### config.mk
export PLATFORM = sky130hd
export DESIGN_NAME = rstdom_top
export DESIGN_NICKNAME = d
export VERILOG_FILES = /design/src/rtl/rstdom_pkg.sv /design/src/rtl/rstdom_stretch.sv /design/src/rtl/rstdom_ctrl.sv /design/src/rtl/rstdom_flags.sv /design/src/rtl/rstdom_top.sv
export SDC_FILE = /design/constraint.sdc
export NUM_CORES = 1
export LEC_CHECK = 0
export BUFFER_PORTS_ARGS = -buffer_cell sky130_fd_sc_hd__buf_2
export CORE_UTILIZATION = 50
export DETAILED_ROUTE_END_ITERATION = 10
export GPL_ROUTABILITY_DRIVEN = 0
export PLACE_DENSITY_LB_ADDON = 0.12
export SLEW_MARGIN = 20
export SYNTH_ARGS = -nofsm -noshare
export SYNTH_HDL_FRONTEND = slang
export SYNTH_HIERARCHICAL = 1
export SYNTH_SLANG_ARGS = --single-unit
### constraint.sdc
create_clock -name clk -period 1.6 [get_ports clk]
set_input_delay 0.32 -clock clk [delete_from_list [all_inputs] [get_ports clk]]
set_output_delay 0.32 -clock clk [all_outputs]
set_load 0.02 [all_outputs]
### src/rtl/rstdom_pkg.sv
package rstdom_pkg;
  localparam int DOM_SYS = 0;
  localparam int DOM_PWR = 1;
  localparam int DOM_BKP = 2;
  localparam int DOM_N   = 3;

  localparam int FLAG_W    = 5;
  localparam int FLAG_PIN  = 0;
  localparam int FLAG_WDG  = 1;
  localparam int FLAG_SW   = 2;
  localparam int FLAG_PWR  = 3;
  localparam int FLAG_STBY = 4;

  typedef struct packed {
    logic setPin;
    logic setWdg;
    logic setSw;
    logic setStby;
    logic wipe;
    logic swClear;
  } flagStrobe_t;
endpackage

### src/rtl/rstdom_stretch.sv
module rstdom_stretch #(
  parameter int STRETCH_CYCLES = 16
) (
  input  logic clk,
  input  logic arstHi,
  input  logic req,
  output logic active
);
  localparam int CW = $clog2(STRETCH_CYCLES);

  logic [CW-1:0] holdCnt;
  logic          actQ;

  always_ff @(posedge clk or posedge arstHi) begin
    if (arstHi) begin
      actQ    <= 1'b1;
      holdCnt <= '0;
    end else if (req) begin
      actQ    <= 1'b1;
      holdCnt <= '0;
    end else if (actQ) begin
      if (holdCnt == CW'(STRETCH_CYCLES - 1)) actQ <= 1'b0;
      else holdCnt <= holdCnt + 1'b1;
    end
  end

  assign active = actQ;

  // Independent width monitor: cycles seen asserted in a row.
  logic [CW:0] seenCnt;
  always_ff @(posedge clk or posedge arstHi) begin
    if (arstHi) seenCnt <= '0;
    else if (!actQ) seenCnt <= '0;
    else if (seenCnt != (CW+1)'(STRETCH_CYCLES)) seenCnt <= seenCnt + 1'b1;
  end

  // never released before the full stretch has elapsed
  p_hold_min_r2: assert property (@(posedge clk) disable iff (arstHi)
    $fell(actQ) |-> (seenCnt >= (CW+1)'(STRETCH_CYCLES)));
endmodule

### src/rtl/rstdom_ctrl.sv
module rstdom_ctrl
  import rstdom_pkg::*;
#(
  parameter int SYNC_STAGES    = 2,
  parameter int STRETCH_CYCLES = 16
) (
  input  logic              clk,
  input  logic              pwrArst,
  input  logic              allSupplyLost,
  input  logic              pinRstN,
  input  logic              wdgTimeout,
  input  logic              swSysReq,
  input  logic              standbyExit,
  input  logic              bkpSwReq,
  input  logic              clearFlags,
  output logic [DOM_N-1:0]  domAct,
  output flagStrobe_t       strobes
);
  logic [SYNC_STAGES-1:0] pinShift;
  logic                   pinReq;
  logic [DOM_N-1:0]       domReq;
  logic [DOM_N-1:0]       domArst;

  always_ff @(posedge clk or posedge pwrArst) begin
    if (pwrArst) pinShift <= '1;
    else         pinShift <= {pinShift[SYNC_STAGES-2:0], pinRstN};
  end

  assign pinReq = ~pinShift[SYNC_STAGES-1];

  always_comb begin
    domReq[DOM_SYS]  = pinReq | wdgTimeout | swSysReq | standbyExit;
    domArst[DOM_SYS] = pwrArst;
    domReq[DOM_PWR]  = standbyExit;
    domArst[DOM_PWR] = pwrArst;
    domReq[DOM_BKP]  = bkpSwReq;
    domArst[DOM_BKP] = allSupplyLost;
  end

  for (genvar d = 0; d < DOM_N; d++) begin : g_dom
    rstdom_stretch #(.STRETCH_CYCLES(STRETCH_CYCLES)) u_stretch (
      .clk    (clk),
      .arstHi (domArst[d]),
      .req    (domReq[d]),
      .active (domAct[d])
    );
  end

  always_comb begin
    strobes.setPin  = pinReq;
    strobes.setWdg  = wdgTimeout;
    strobes.setSw   = swSysReq;
    strobes.setStby = standbyExit;
    strobes.wipe    = standbyExit;
    strobes.swClear = clearFlags;
  end

  // a synchronized pin request reaches the system stretcher one edge later
  p_pin_to_sys_r1: assert property (@(posedge clk) disable iff (pwrArst)
    pinReq |=> domAct[DOM_SYS]);
endmodule

### src/rtl/rstdom_flags.sv
module rstdom_flags
  import rstdom_pkg::*;
(
  input  logic              clk,
  input  logic              pwrArst,
  input  flagStrobe_t       strobes,
  output logic [FLAG_W-1:0] flags
);
  logic [FLAG_W-1:0] flagQ;
  logic [FLAG_W-1:0] flagNext;
  logic [FLAG_W-1:0] causeBits;

  always_comb begin
    causeBits            = '0;
    causeBits[FLAG_PIN]  = strobes.setPin;
    causeBits[FLAG_WDG]  = strobes.setWdg;
    causeBits[FLAG_SW]   = strobes.setSw;
    causeBits[FLAG_STBY] = strobes.setStby;
    flagNext = (strobes.wipe || strobes.swClear) ? causeBits : (flagQ | causeBits);
  end

  always_ff @(posedge clk or posedge pwrArst) begin
    if (pwrArst) begin
      flagQ           <= '0;
      flagQ[FLAG_PWR] <= 1'b1;
    end else begin
      flagQ <= flagNext;
    end
  end

  assign flags = flagQ;

  // a watchdog cause is recorded at the next edge
  p_wdg_flag_r9: assert property (@(posedge clk) disable iff (pwrArst)
    strobes.setWdg |=> flagQ[FLAG_WDG]);

  // a clear with no competing cause empties the register
  p_clear_empty_r10: assert property (@(posedge clk) disable iff (pwrArst)
    (strobes.swClear && !strobes.setPin && !strobes.setWdg && !strobes.setSw && !strobes.setStby)
      |=> (flagQ == '0));

  // standby exit leaves only the standby flag when alone
  p_stby_only_r5: assert property (@(posedge clk) disable iff (pwrArst)
    (strobes.wipe && !strobes.setPin && !strobes.setWdg && !strobes.setSw)
      |=> (flagQ == (FLAG_W'(1) << FLAG_STBY)));
endmodule

### src/rtl/rstdom_top.sv
module rstdom_top
  import rstdom_pkg::*;
#(
  parameter int SYNC_STAGES    = 2,
  parameter int STRETCH_CYCLES = 16
) (
  input  logic              clk,
  input  logic              supplyBad,
  input  logic              brownOut,
  input  logic              allSupplyLost,
  input  logic              pinRstN,
  input  logic              wdgTimeout,
  input  logic              swSysReq,
  input  logic              standbyExit,
  input  logic              bkpSwReq,
  input  logic              clearFlags,
  output logic              sysRstN,
  output logic              pwrRstN,
  output logic              bkpRstN,
  output logic [FLAG_W-1:0] causeFlags
);
  logic             pwrArst;
  logic [DOM_N-1:0] domAct;
  flagStrobe_t      strobes;

  assign pwrArst = supplyBad | brownOut;

  rstdom_ctrl #(.SYNC_STAGES(SYNC_STAGES), .STRETCH_CYCLES(STRETCH_CYCLES)) u_ctrl (
    .clk           (clk),
    .pwrArst       (pwrArst),
    .allSupplyLost (allSupplyLost),
    .pinRstN       (pinRstN),
    .wdgTimeout    (wdgTimeout),
    .swSysReq      (swSysReq),
    .standbyExit   (standbyExit),
    .bkpSwReq      (bkpSwReq),
    .clearFlags    (clearFlags),
    .domAct        (domAct),
    .strobes       (strobes)
  );

  rstdom_flags u_flags (
    .clk     (clk),
    .pwrArst (pwrArst),
    .strobes (strobes),
    .flags   (causeFlags)
  );

  assign sysRstN = ~(domAct[DOM_SYS] | domAct[DOM_PWR]);
  assign pwrRstN = ~domAct[DOM_PWR];
  assign bkpRstN = ~domAct[DOM_BKP];

  // the power domain is nested inside the system domain
  p_pwr_nests_sys_r6: assert property (@(posedge clk) disable iff (pwrArst)
    !pwrRstN |-> !sysRstN);

  // watchdog or software request asserts the system reset one edge later
  p_sys_req_r3: assert property (@(posedge clk) disable iff (pwrArst)
    (wdgTimeout || swSysReq) |=> !sysRstN);

  // backup request asserts the backup reset one edge later
  p_bkp_req_r7: assert property (@(posedge clk) disable iff (allSupplyLost)
    bkpSwReq |=> !bkpRstN);
endmodule

==> key figures <==
Place
  • Pre-CTS setup slack: 0.0840 ns
  • Placed instance count: between 100 and 150
  • PortBufs: 17
  • Final HPWL DP: 1300 microns

CTS
  • Clock slew at reported path FFs: around 0.12 ns
  • Num CTS Buffers: 3
  • Clk_lat worst skew: 0.30 ns
  • Clock Sinks: 22
  • TritonCTS clock tree: built
  • Root buf cell: clkbuf_4
  • Clock buffer depth: 2
  • # H-tree levels: 1

Drt
  • Initial DRC Count: 4
  • Routed len/inst: roughly 12 microns
  • DR pass1 iterations: 2
  • Via density: 5.05
  • Antenna Nets Post-Route: 0
  • DR vias: 707
  • Final wirelength: 1670 microns
  • Drc violations: 0

Worst setup path
  • Crit path kind: flop to flop
  • R2r endpoint: u_ctrl/g_dom[0].u_stretch/active
  • RR Startpoint: u_ctrl/pinShift[1]
  • Worst path bufs/invs: 0
  • Stages on the worst setup path: 2
  • Crit path arrival time: 1.74 ns
  • Crit path max fanout: 7
  • Critical path cell sequence: or4b_1 -> or2_2
  • Slowest stage delay, CP: around 0.56 ns
  • Worst EP required: 1.84 ns
  • Family with the most delay on the worst path: simple AND/OR/NAND/NOR gates
  • Endpoint class of the critical path: flop
  • Slowest CP cell: or4b_1
  • R2R depth: 2
  • Crit path from: u_ctrl/pinShift[1]
  • Worst setup SP type: flop
  • CP Capture Point: u_ctrl/g_dom[0].u_stretch/active
  • Reg2reg setup slack: 0.10 ns

Power
  • Pwr Density: 804 mW/mm^2
  • Pleak: 0.639 nW
  • Total design power: roughly 1.0 mW
  • Max rail drop VDD: 0.428 mV

Finish
  • Total inserted antenna cells: 0
  • Nets: ~130
  • Share of layout cells above drive strength 1: ~42%
  • Fin util: 61.4%
  • Non-Filler Instances: 140
  • Area growth syn-to-layout: 11.5%

Logic synthesis
  • Synth cell types: 24
  • Top_reg_cell synth: dfrtp_1
  • Yosys reg bits: 22
  • Ys async rst share: 100%
  • Gate Count Post-Synth: 96
  • Syn Area/Cell: roughly 12 sq um
  • Syn_nets: 109
  • Area share of the largest cell type after synthesis: 36.0%
  • Sequential area share after synthesis: 50.1%
  • Synth cell count leaders: dfrtp_1, inv_1, buf_4, dfstp_2, nand2b_1
  • Most common cell in the netlist: dfrtp_1
  • Syn. warnings: 6
  • Synthesized area: 0.00111 sq mm
  • EDFF count, synth: 0
  • Synth top area cells: dfrtp_1, dfstp_2, a31oi_4
  • Leading area contributor after synthesis: dfrtp_1

STA
  • Highest clock rate: 0.667 GHz
  • Period minus WS final: between 1 and 1.5 ns
  • Final worst setup slack: 0.101 ns
  • RSZ-0062 raised after global routing: no
  • Least-Margin Pin Slew: 0.199 ns
  • Post-route setup TNS: 0 ns
  • Finish-stage setup viols: 0
  • Skew final: 0.000402 ns
  • Fin. Hold Viols: 0
  • Final Cycle Share: 93.7%
  • Max-Slew Margin vs Limit: 86.7%
  • Fin. max-slew vios: 0

Floorplan
  • I/O Pins: 18
  • Die footprint: 0.00242 sq mm
  • Chip width: 49.2 microns
  • Core outline area: 0.00202 sq mm
  • Die height: 49.2 microns
  • Num rows: 16
  • Initial Util: 55.1%

Flow run
  • Max Cap Violations: 0

Global routing
  • Tot GR Track Use: 16.8%
  • Initial antenna violation count: 0
  • Vias in the first global route: 714
  • Grt ovf: 0
  • First-pass GRT wire length: around 3000 microns
  • Largest net degree at the start of global routing: 13

Min path
  • Min-delay worst type: input pin to flop
  • Hold Path Stages: 1

Status
  • Outcome: finished clean
## per-stage QoR
stage	area [sq um]	hold WS [ns]
2_1_floorplan	1110	0.0978
3_3_place_gp	1190	0.224
3_5_place_dp	1190	0.229
4_1_cts	1240	0.0986
5_1_grt	1240	0.0863
6_report	1240	0.107
## sequential cells by signal, indices dropped and copies added, names as in the netlist
signal and flops:
u_ctrl/pinShift 2, u_flags/flags 5, u_ctrl/g_dom.u_stretch/active 3, u_ctrl/g_dom.u_stretch/holdCnt 12
## what timing repair did
item                                   4_1_cts  5_1_grt
endpoints found under the hold margin        4        0
hold buffers                                 1        0
gates resized for setup                      0        0
buffers inserted                             0        0
## cell families (layout without fill, tap and decap cells)
| group | count (synthesis) | after routing | share of synthesized area [%] |
|---|---|---|---|
| compound gates | 13 | 13 | 12.2 |
| buf+inv | 20 | 37 | 8.76 |
| simple gates | 32 | 32 | 18.8 |
| flops | 22 | 22 | 50.1 |
| fa+ha+maj | 3 | 3 | 3.37 |
| mux | 6 | 6 | 6.74 |
## power by group
| part | leakage (nW) | internal (mW) | switching, mW |
|---|---|---|---|
| combinational | 0.345 | 0.0453 | 0.0529 |
| sequential | 0.273 | 0.581 | 0.0190 |
| clock | 0.0210 | 0.139 | 0.161 |
## worst min-delay path by stage
| stage | startpoint | endpoint | slack [ns] |
|---|---|---|---|
| 4_1_cts | pinRstN | u_ctrl/pinShift[0] | 0.1 |
| 3_5_place_dp | allSupplyLost | u_ctrl/g_dom[2].u_stretch/holdCnt[3] | 0.23 |
| 6_report | pinRstN | u_ctrl/pinShift[0] | 0.11 |
| 3_3_place_gp | allSupplyLost | u_ctrl/g_dom[2].u_stretch/holdCnt[1] | 0.22 |
| 5_1_grt | pinRstN | u_ctrl/pinShift[0] | 0.09 |
| 2_1_floorplan | allSupplyLost | u_ctrl/g_dom[2].u_stretch/holdCnt[0] | 0.1 |
## layout by cell type (no fill, tap or decap), drive strengths merged, types with 3 or more instances in the layout
cell type / synthesis / final
mux2i: 3 / 3
a21o: 4 / 4
dfstp: 6 / 6
clkbuf: 0 / 4
nor2b: 3 / 3
buf: 6 / 18
a211oi: 3 / 3
or2: 4 / 4
mux2: 3 / 3
inv: 14 / 14
nor3: 6 / 6
nand4: 3 / 3
dfrtp: 16 / 16
a21oi: 3 / 3
and4: 3 / 3
ha: 3 / 3
nand2b: 6 / 6
a31oi: 3 / 3
nor2: 5 / 5
## per-layer routing
layer / track usage (%) / vias up / part of all wire (%)
li1: - / 353 / -
met1: 23.1 / 338 / 48
met2: 25.8 / 14 / 47
met3: 3.12 / 2 / 3.6
met4: 7.35 / 0 / 0.60
met5: 0 / - / 0
## area by class of cell
cell class | count | area [sq um]
flip-flops and latches | 22 | 558
well taps | 27 | 33.8
clock buffers | 4 | 36.3
multi-input cells | 54 | 458
repair buffers | 19 | 103
inverters | 14 | 52.6
fillers | 185 | 781
## worst register-to-register path: stages (launching register included)
cell	delay (ns)
dfstp_2	0.55
or4b_1	0.56
or2_2	0.34
Power figures use the tool's default switching activity.
